==> src/rtl/intc_pkg.sv <==
package intc_pkg;
   localparam int ADDR_W   = 8;
   localparam int DATA_W   = 32;
   localparam int NUM_W    = 4;
   localparam int MAX_SLOT = 16;

   localparam logic [ADDR_W-1:0] OFS_LEVEL  = 8'h00;
   localparam logic [ADDR_W-1:0] OFS_PEND   = 8'h04;
   localparam logic [ADDR_W-1:0] OFS_ALIAS  = 8'h08;
   localparam logic [ADDR_W-1:0] OFS_CLEAR  = 8'h0C;
   localparam logic [ADDR_W-1:0] OFS_STATUS = 8'h10;
   localparam logic [ADDR_W-1:0] OFS_BCAST  = 8'h14;
   localparam logic [1:0]        GRP_MASK   = 2'b01;
   localparam logic [1:0]        GRP_FORCE  = 2'b10;
endpackage

==> src/rtl/intc_edge.sv <==
module intc_edge #(
   parameter int W = 16
) (
   input  logic         clk,
   input  logic         rst_n,
   input  logic [W-1:0] lines,
   output logic [W-1:0] rise
);
   logic [W-1:0] prev_q;

   always_ff @(posedge clk) begin
      if (!rst_n) prev_q <= '0;
      else        prev_q <= lines;
   end

   assign rise = lines & ~prev_q;
endmodule

==> src/rtl/intc_prio.sv <==
module intc_prio #(
   parameter int W     = 16,
   parameter int NUM_W = 4
) (
   input  logic [W-1:0]     active,
   input  logic [W-1:0]     level,
   output logic [NUM_W-1:0] winner
);
   logic [W-1:0] hi_set;
   logic [W-1:0] pick;

   assign hi_set = active & level;
   assign pick   = (|hi_set) ? hi_set : (active & ~level);

   always_comb begin
      winner = '0;
      for (int i = 1; i < W; i++) begin
         if (pick[i]) winner = NUM_W'(i);
      end
   end
endmodule

==> src/rtl/intc_regs.sv <==
module intc_regs
   import intc_pkg::*;
#(
   parameter int NUM_LINES = 15,
   parameter int NUM_CPU   = 4,
   localparam int LW       = NUM_LINES + 1
) (
   input  logic              clk,
   input  logic              rst_n,
   input  logic              wr_en,
   input  logic [ADDR_W-1:0] addr,
   input  logic [DATA_W-1:0] wdata,
   output logic [DATA_W-1:0] rdata,
   input  logic [LW-1:0]     rise,
   input  logic              ack_valid,
   input  logic [NUM_W-1:0]  ack_num,
   output logic [LW-1:0]     pend_o,
   output logic [LW-1:0]     frc0_o,
   output logic [LW-1:0]     msk0_o,
   output logic [LW-1:0]     level_o,
   output logic [LW-1:0]     bcast_o
);
   localparam logic [LW-1:0] KEEP = {{NUM_LINES{1'b1}}, 1'b0};

   logic [LW-1:0] pend_q, level_q, bcast_q;
   logic [LW-1:0] msk_arr [MAX_SLOT];
   logic [LW-1:0] frc_arr [MAX_SLOT];

   logic [3:0]    slot;
   logic          wr_level, wr_alias, wr_clear, wr_bcast, wr_mgrp, wr_fgrp;
   logic [LW-1:0] ack_vec, clr_vec, set_pend, set_bc, wlow, whigh;

   assign slot     = addr[5:2];
   assign wr_level = wr_en && addr == OFS_LEVEL;
   assign wr_alias = wr_en && addr == OFS_ALIAS;
   assign wr_clear = wr_en && addr == OFS_CLEAR;
   assign wr_bcast = wr_en && addr == OFS_BCAST;
   assign wr_mgrp  = wr_en && addr[7:6] == GRP_MASK  && addr[1:0] == 2'b00;
   assign wr_fgrp  = wr_en && addr[7:6] == GRP_FORCE && addr[1:0] == 2'b00;

   assign wlow     = wdata[LW-1:0] & KEEP;
   assign whigh    = wdata[16 +: LW] & KEEP;
   assign ack_vec  = ack_valid ? ((LW'(1) << ack_num) & KEEP) : '0;
   assign clr_vec  = (wr_clear ? wlow : '0) | ack_vec;
   assign set_pend = rise & ~bcast_q & KEEP;
   assign set_bc   = rise & bcast_q & KEEP;

   always_ff @(posedge clk) begin
      if (!rst_n) begin
         pend_q  <= '0;
         level_q <= '0;
         bcast_q <= '0;
      end else begin
         pend_q <= (pend_q & ~clr_vec) | set_pend;
         if (wr_level) level_q <= wlow;
         if (wr_bcast) bcast_q <= wlow;
      end
   end

   for (genvar c = 0; c < MAX_SLOT; c++) begin : g_slot
      if (c < NUM_CPU) begin : g_real
         logic [LW-1:0] msk_q, frc_q, frc_nxt;
         logic          hit_m, hit_f;

         assign hit_m = wr_mgrp && slot == 4'(c);
         assign hit_f = wr_fgrp && slot == 4'(c);

         always_comb begin
            frc_nxt = frc_q;
            if (hit_f) frc_nxt = (frc_q | wlow) & ~whigh;
            if (c == 0) begin
               if (wr_alias) frc_nxt = wlow;
               frc_nxt = frc_nxt & ~clr_vec;
            end
            frc_nxt = frc_nxt | set_bc;
         end

         always_ff @(posedge clk) begin
            if (!rst_n) begin
               msk_q <= '0;
               frc_q <= '0;
            end else begin
               if (hit_m) msk_q <= wlow;
               frc_q <= frc_nxt;
            end
         end

         assign msk_arr[c] = msk_q;
         assign frc_arr[c] = frc_q;
      end else begin : g_absent
         assign msk_arr[c] = '0;
         assign frc_arr[c] = '0;
      end
   end

   always_comb begin
      rdata = '0;
      if (addr[1:0] == 2'b00) begin
         case (addr)
            OFS_LEVEL: rdata = DATA_W'(level_q);
            OFS_PEND:  rdata = DATA_W'(pend_q);
            OFS_ALIAS: rdata = DATA_W'(frc_arr[0]);
            OFS_BCAST: rdata = DATA_W'(bcast_q);
            default: begin
               if (addr[7:6] == GRP_MASK)  rdata = DATA_W'(msk_arr[slot]);
               if (addr[7:6] == GRP_FORCE) rdata = DATA_W'(frc_arr[slot]);
            end
         endcase
      end
   end

   assign pend_o  = pend_q;
   assign frc0_o  = frc_arr[0];
   assign msk0_o  = msk_arr[0];
   assign level_o = level_q;
   assign bcast_o = bcast_q;
endmodule

==> src/rtl/prio_intc.sv <==
module prio_intc
   import intc_pkg::*;
#(
   parameter int NUM_LINES = 15,
   parameter int NUM_CPU   = 4,
   localparam int LW       = NUM_LINES + 1
) (
   input  logic              clk,
   input  logic              rst_n,
   input  logic [LW-1:0]     req_i,
   input  logic              wr_en,
   input  logic [ADDR_W-1:0] addr,
   input  logic [DATA_W-1:0] wdata,
   output logic [DATA_W-1:0] rdata,
   input  logic              ack_valid,
   input  logic [NUM_W-1:0]  ack_num,
   output logic [NUM_W-1:0]  irq_num
);
   if (NUM_LINES < 1 || NUM_LINES > 15) begin : g_bad_lines
      $error("prio_intc: NUM_LINES must lie in 1..15");
   end
   if (NUM_CPU < 1 || NUM_CPU > MAX_SLOT) begin : g_bad_cpu
      $error("prio_intc: NUM_CPU must lie in 1..16");
   end

   logic [LW-1:0]    rise_w, pend_w, frc0_w, msk0_w, level_w, bcast_w, act_w;
   logic [NUM_W-1:0] win_w;

   intc_edge #(.W(LW)) u_edge (
      .clk(clk), .rst_n(rst_n), .lines(req_i), .rise(rise_w)
   );

   intc_regs #(.NUM_LINES(NUM_LINES), .NUM_CPU(NUM_CPU)) u_regs (
      .clk(clk), .rst_n(rst_n), .wr_en(wr_en), .addr(addr), .wdata(wdata),
      .rdata(rdata), .rise(rise_w), .ack_valid(ack_valid), .ack_num(ack_num),
      .pend_o(pend_w), .frc0_o(frc0_w), .msk0_o(msk0_w), .level_o(level_w),
      .bcast_o(bcast_w)
   );

   assign act_w = (pend_w | frc0_w) & msk0_w;

   intc_prio #(.W(LW), .NUM_W(NUM_W)) u_prio (
      .active(act_w), .level(level_w), .winner(win_w)
   );

   always_ff @(posedge clk) begin
      if (!rst_n) irq_num <= '0;
      else        irq_num <= win_w;
   end
endmodule

==> config.mk <==
export PLATFORM = sky130hd
export DESIGN_NAME = prio_intc
export DESIGN_NICKNAME = d
export VERILOG_FILES = /design/src/rtl/intc_pkg.sv /design/src/rtl/intc_edge.sv /design/src/rtl/intc_prio.sv /design/src/rtl/intc_regs.sv /design/src/rtl/prio_intc.sv
export SDC_FILE = /design/constraint.sdc
export NUM_CORES = 1
export LEC_CHECK = 0
export BUFFER_PORTS_ARGS = -buffer_cell sky130_fd_sc_hd__buf_4
export CORE_AREA = 5 5 110 164
export DETAILED_ROUTE_END_ITERATION = 8
export DIE_AREA = 0 0 115 169
export PLACE_DENSITY_LB_ADDON = 0.12
export SYNTH_ARGS = -nofsm -noshare
export SYNTH_HDL_FRONTEND = slang
export SYNTH_SLANG_ARGS = --single-unit
==> constraint.sdc <==
create_clock -name clk -period 4.45 [get_ports clk]
set_clock_uncertainty 0.05 [all_clocks]
set_input_delay 1.1125 -clock clk [delete_from_list [all_inputs] [get_ports clk]]
set_output_delay 1.1125 -clock clk [all_outputs]
set_load 0.005 [all_outputs]
==> results_dict.tcl <==
set metrics [dict create \
    p_sw_w 0.000836 \
    ctsHoldBuffers 0 \
    cp_top_family "buffers and inverters" \
    place_congestion 0.927 \
    cts_root_buf "clkbuf_16" \
    critPathMaxStageDelay_ps 420 \
    cts_buffers 17 \
    cts_tree "built" \
    fin_crit_ps 4110 \
    synth_area_per_cell_um2 8.83 \
    nets 1174 \
    cap_violations 0 \
    rsz0062_at_grt "false" \
    grt_first_pass_wirelength_um 44300 \
    yosysWarnings 0 \
    pwr-share-seq_pct 48.8 \
    crit_required_ps 3290 \
    antenna_cells 0 \
    finalSetupViolations 0 \
    powerDensity_mw_per_mm2 321 \
    swShare_pct 24.2 \
    synth-main-ff-cell "dfxtp_1" \
    drive_above_1_share_pct 16.7 \
    synthTopCellsByCount "184 x dfxtp_1, 143 x nand2_1, 133 x a21oi_1" \
    synth_area_leaders "dfxtp_1 39%, a21oi_1 7.0%, mux4_2 6.9%, nand2_1 5.7%, o21a_1 4.3%" \
    p_comb_share_pct 6.9 \
    min_period_over_period_pct 92.3 \
    clock_power_share_pct 44.4 \
    post_cts_buffers 0 \
    die-height_um 169 \
    max_clock_freq_mhz 244 \
    ys_ff_latch 184 \
    area.growth.synth_to_final_pct 13.5 \
    path_class "in -> out" \
    hold_ws_ps 414 \
    crit_arrival_ps 2940 \
    cp_cell_sequence "buf_4, nor3b_1, nand2b_1, nor2_1, buf_12, a221oi_1, a21oi_1, buf_4" \
    wl_per_cell_um 21.2 \
    vias_per_cell 6.34 \
    grt_pass1_vias 7991 \
    initial_core_util_pct 57.4 \
    dieArea_mm2 0.0194 \
    internal_power_w 0.00262 \
    yosys.area.top_type_share_pct 38.8 \
    crit_path_frequent_cell "buf_4" \
    path_clk_slew_ps 70 \
    worstSetupStartpointType "primary input" \
    clock_latency_ps 440 \
    critPathBufInv 3 \
    synth_cell_types 52 \
    outcome "finished clean" \
    yosysMostFrequentCell "dfxtp_1" \
    hp-class "reg -> reg" \
    grt-ovfl-total 0 \
    fill_cells 1422 \
    tns_ps 0 \
    slew-limit-headroom_pct 29.6 \
    die_w_um 115 \
    routed-via-count 8453 \
    crit_fanout 25 \
    cts_resized 0 \
    clockBufferDepth 2 \
    final_antenna_net_count 0 \
    drt-pass1-iter-count 5 \
    io_pins 100 \
    dpl.hpwl_um 19600 \
    power_leakage_nw 4.11 \
    cts.sinks 184 \
    yosysTopAreaCell "dfxtp_1" \
    antenna_found_initial 0 \
    synth_edf_count 0 \
    drcViolationCount 0 \
    tightestPinTransition_ps 1060 \
    synthesis.area_mm2 0.00950 \
    wl_um 28200 \
    end_kind "output pin" \
    final_max_slew_viol_count 0 \
    rows 58 \
    cp_slowest_cell "buf_4" \
    regArea_mm2 0.00368 \
    ir_worst_vdd_mv 0.227 \
    grtUsageTotal_pct 29.4 \
    yosysSeqAreaShare_pct 38.8 \
    grt_max_degree 101 \
    syn-instance-count 1076 \
    port_buffers 79 \
    multiInputGateArea_mm2 0.00539 \
    coreArea_mm2 0.0165 \
    dr.first_iter.drc_count 876 \
    cts_max_level 4 \
    async_flop_share_pct 0 \
    hold_viol 0 \
]
[worst paths after layout]
path	startpoint	end	slack, ps	cells past startpoint
worst min-delay path	u_regs.g_slot[2].g_real.msk_q[5]	u_regs.g_slot[2].g_real.msk_q[5]	410	2
worst max-delay path	addr[2]	rdata[12]	340	8
worst max register to register	u_regs.frc0_o[9]	irq_num[0]	1900	8
worst min register to register	u_regs.g_slot[2].g_real.msk_q[5]	u_regs.g_slot[2].g_real.msk_q[5]	410	2
[flip-flops by register name, summed over array words and instances, names as in the netlist]
name                        cells
u_regs.g_slot.g_real.msk_q     45
u_regs.frc0_o                  15
u_regs.level_o                 15
u_regs.g_slot.g_real.frc_q     45
irq_num                         4
u_edge.prev_q                  15
u_regs.pend_o                  15
u_regs.msk0_o                  15
u_regs.bcast_o                 15
[per-stage QoR]
stage	utilization, %	worst slack, ps	power, W	cell area [um2]	cells
after floorplan	-	585	0.00186	9560	1092
after global placement	61.6	358	0.00195	10200	1301
after detailed placement	61.6	342	0.00195	10200	1301
after CTS	65.1	314	0.00347	10800	1333
after global routing	65.1	185	0.00355	10800	1333
final	65.1	345	0.00345	10800	1333
[cell usage in the layout, fill, tap and decap left out, types with 3 or more instances in the layout]
| master | netlist | final |
|---|---|---|
| nor3_1 | 5 | 5 |
| a21boi_1 | 11 | 11 |
| a221oi_1 | 13 | 13 |
| o21ai_0 | 7 | 7 |
| clkinv_4 | 0 | 3 |
| a21o_1 | 14 | 14 |
| o221a_2 | 3 | 3 |
| clkbuf_16 | 0 | 17 |
| o211ai_1 | 28 | 28 |
| dfxtp_1 | 184 | 184 |
| nor2_1 | 22 | 18 |
| and3b_1 | 15 | 15 |
| nand4_1 | 6 | 6 |
| nand2_1 | 143 | 143 |
| conb_1 | 1 | 17 |
| nand3_1 | 47 | 47 |
| mux2i_1 | 30 | 30 |
| a21oi_1 | 133 | 133 |
| and2_1 | 18 | 18 |
| nand3b_1 | 3 | 3 |
| inv_6 | 0 | 3 |
| mux4_2 | 29 | 29 |
| nor3b_1 | 16 | 16 |
| a21boi_0 | 50 | 50 |
| buf_4 | 18 | 99 |
| a31oi_1 | 18 | 18 |
| o211ai_2 | 4 | 4 |
| nand2b_1 | 6 | 6 |
| o21a_1 | 55 | 55 |
| nor2b_1 | 64 | 63 |
| o221ai_1 | 4 | 4 |
| o221ai_2 | 4 | 4 |
| nor2_2 | 1 | 5 |
| buf_12 | 0 | 5 |
| a22oi_1 | 17 | 17 |
[layout make-up]
type / count / share of cell area, %
Timing Repair Buffer: 104 / 7.83
Tap cell: 210 / 2.44
Inverter: 1 / 0.0348
Clock inverter: 12 / 1.31
Sequential cell: 184 / 34.2
Clock buffer: 20 / 4.15
Multi-Input combinational cell: 802 / 50.1
[worst reg2reg max path: stages, from the launching register on]
cell and delay [ps]:
dfxtp_1 360, o211ai_1 320, nand3_1 220, nor4_4 440, buf_4 300, o221ai_1 210, and3_1 230, nor3_1 180
o21ai_1 120
[routing by layer]
metal | track usage (%) | part of all wire [%] | vias up | wire [um]
met5 | 0 | 0 | - | 0
met3 | 4.54 | 8.3 | 67 | 2340
met1 | 40.4 | 42 | 4047 | 11800
met2 | 45.6 | 47 | 396 | 13200
met4 | 13.1 | 3.3 | 0 | 923
li1 | - | - | 3943 | -
[power groups by stage]
stage	Combinational (W)	Clock [W]	Sequential [W]
final	0.000237	0.00153	0.00168
after global routing	0.000254	0.00161	0.00169
after CTS	0.000234	0.00155	0.00168
after detailed placement	0.000234	0	0.00172
after global placement	0.000232	0	0.00172
after floorplan	0.000144	0	0.00172
[cells by family after synthesis]
kind of cell           count (synthesis)  share of synthesized area, %
buffers and inverters                106                          5.18
AND/OR/NAND/NOR                      356                          19.4
other                                  1                        0.0395
multiplexers                          60                          10.3
AO/OA/AOI/OAI                        369                          26.3
flip-flops                           184                          38.8
Power figures use the tool's default switching activity.
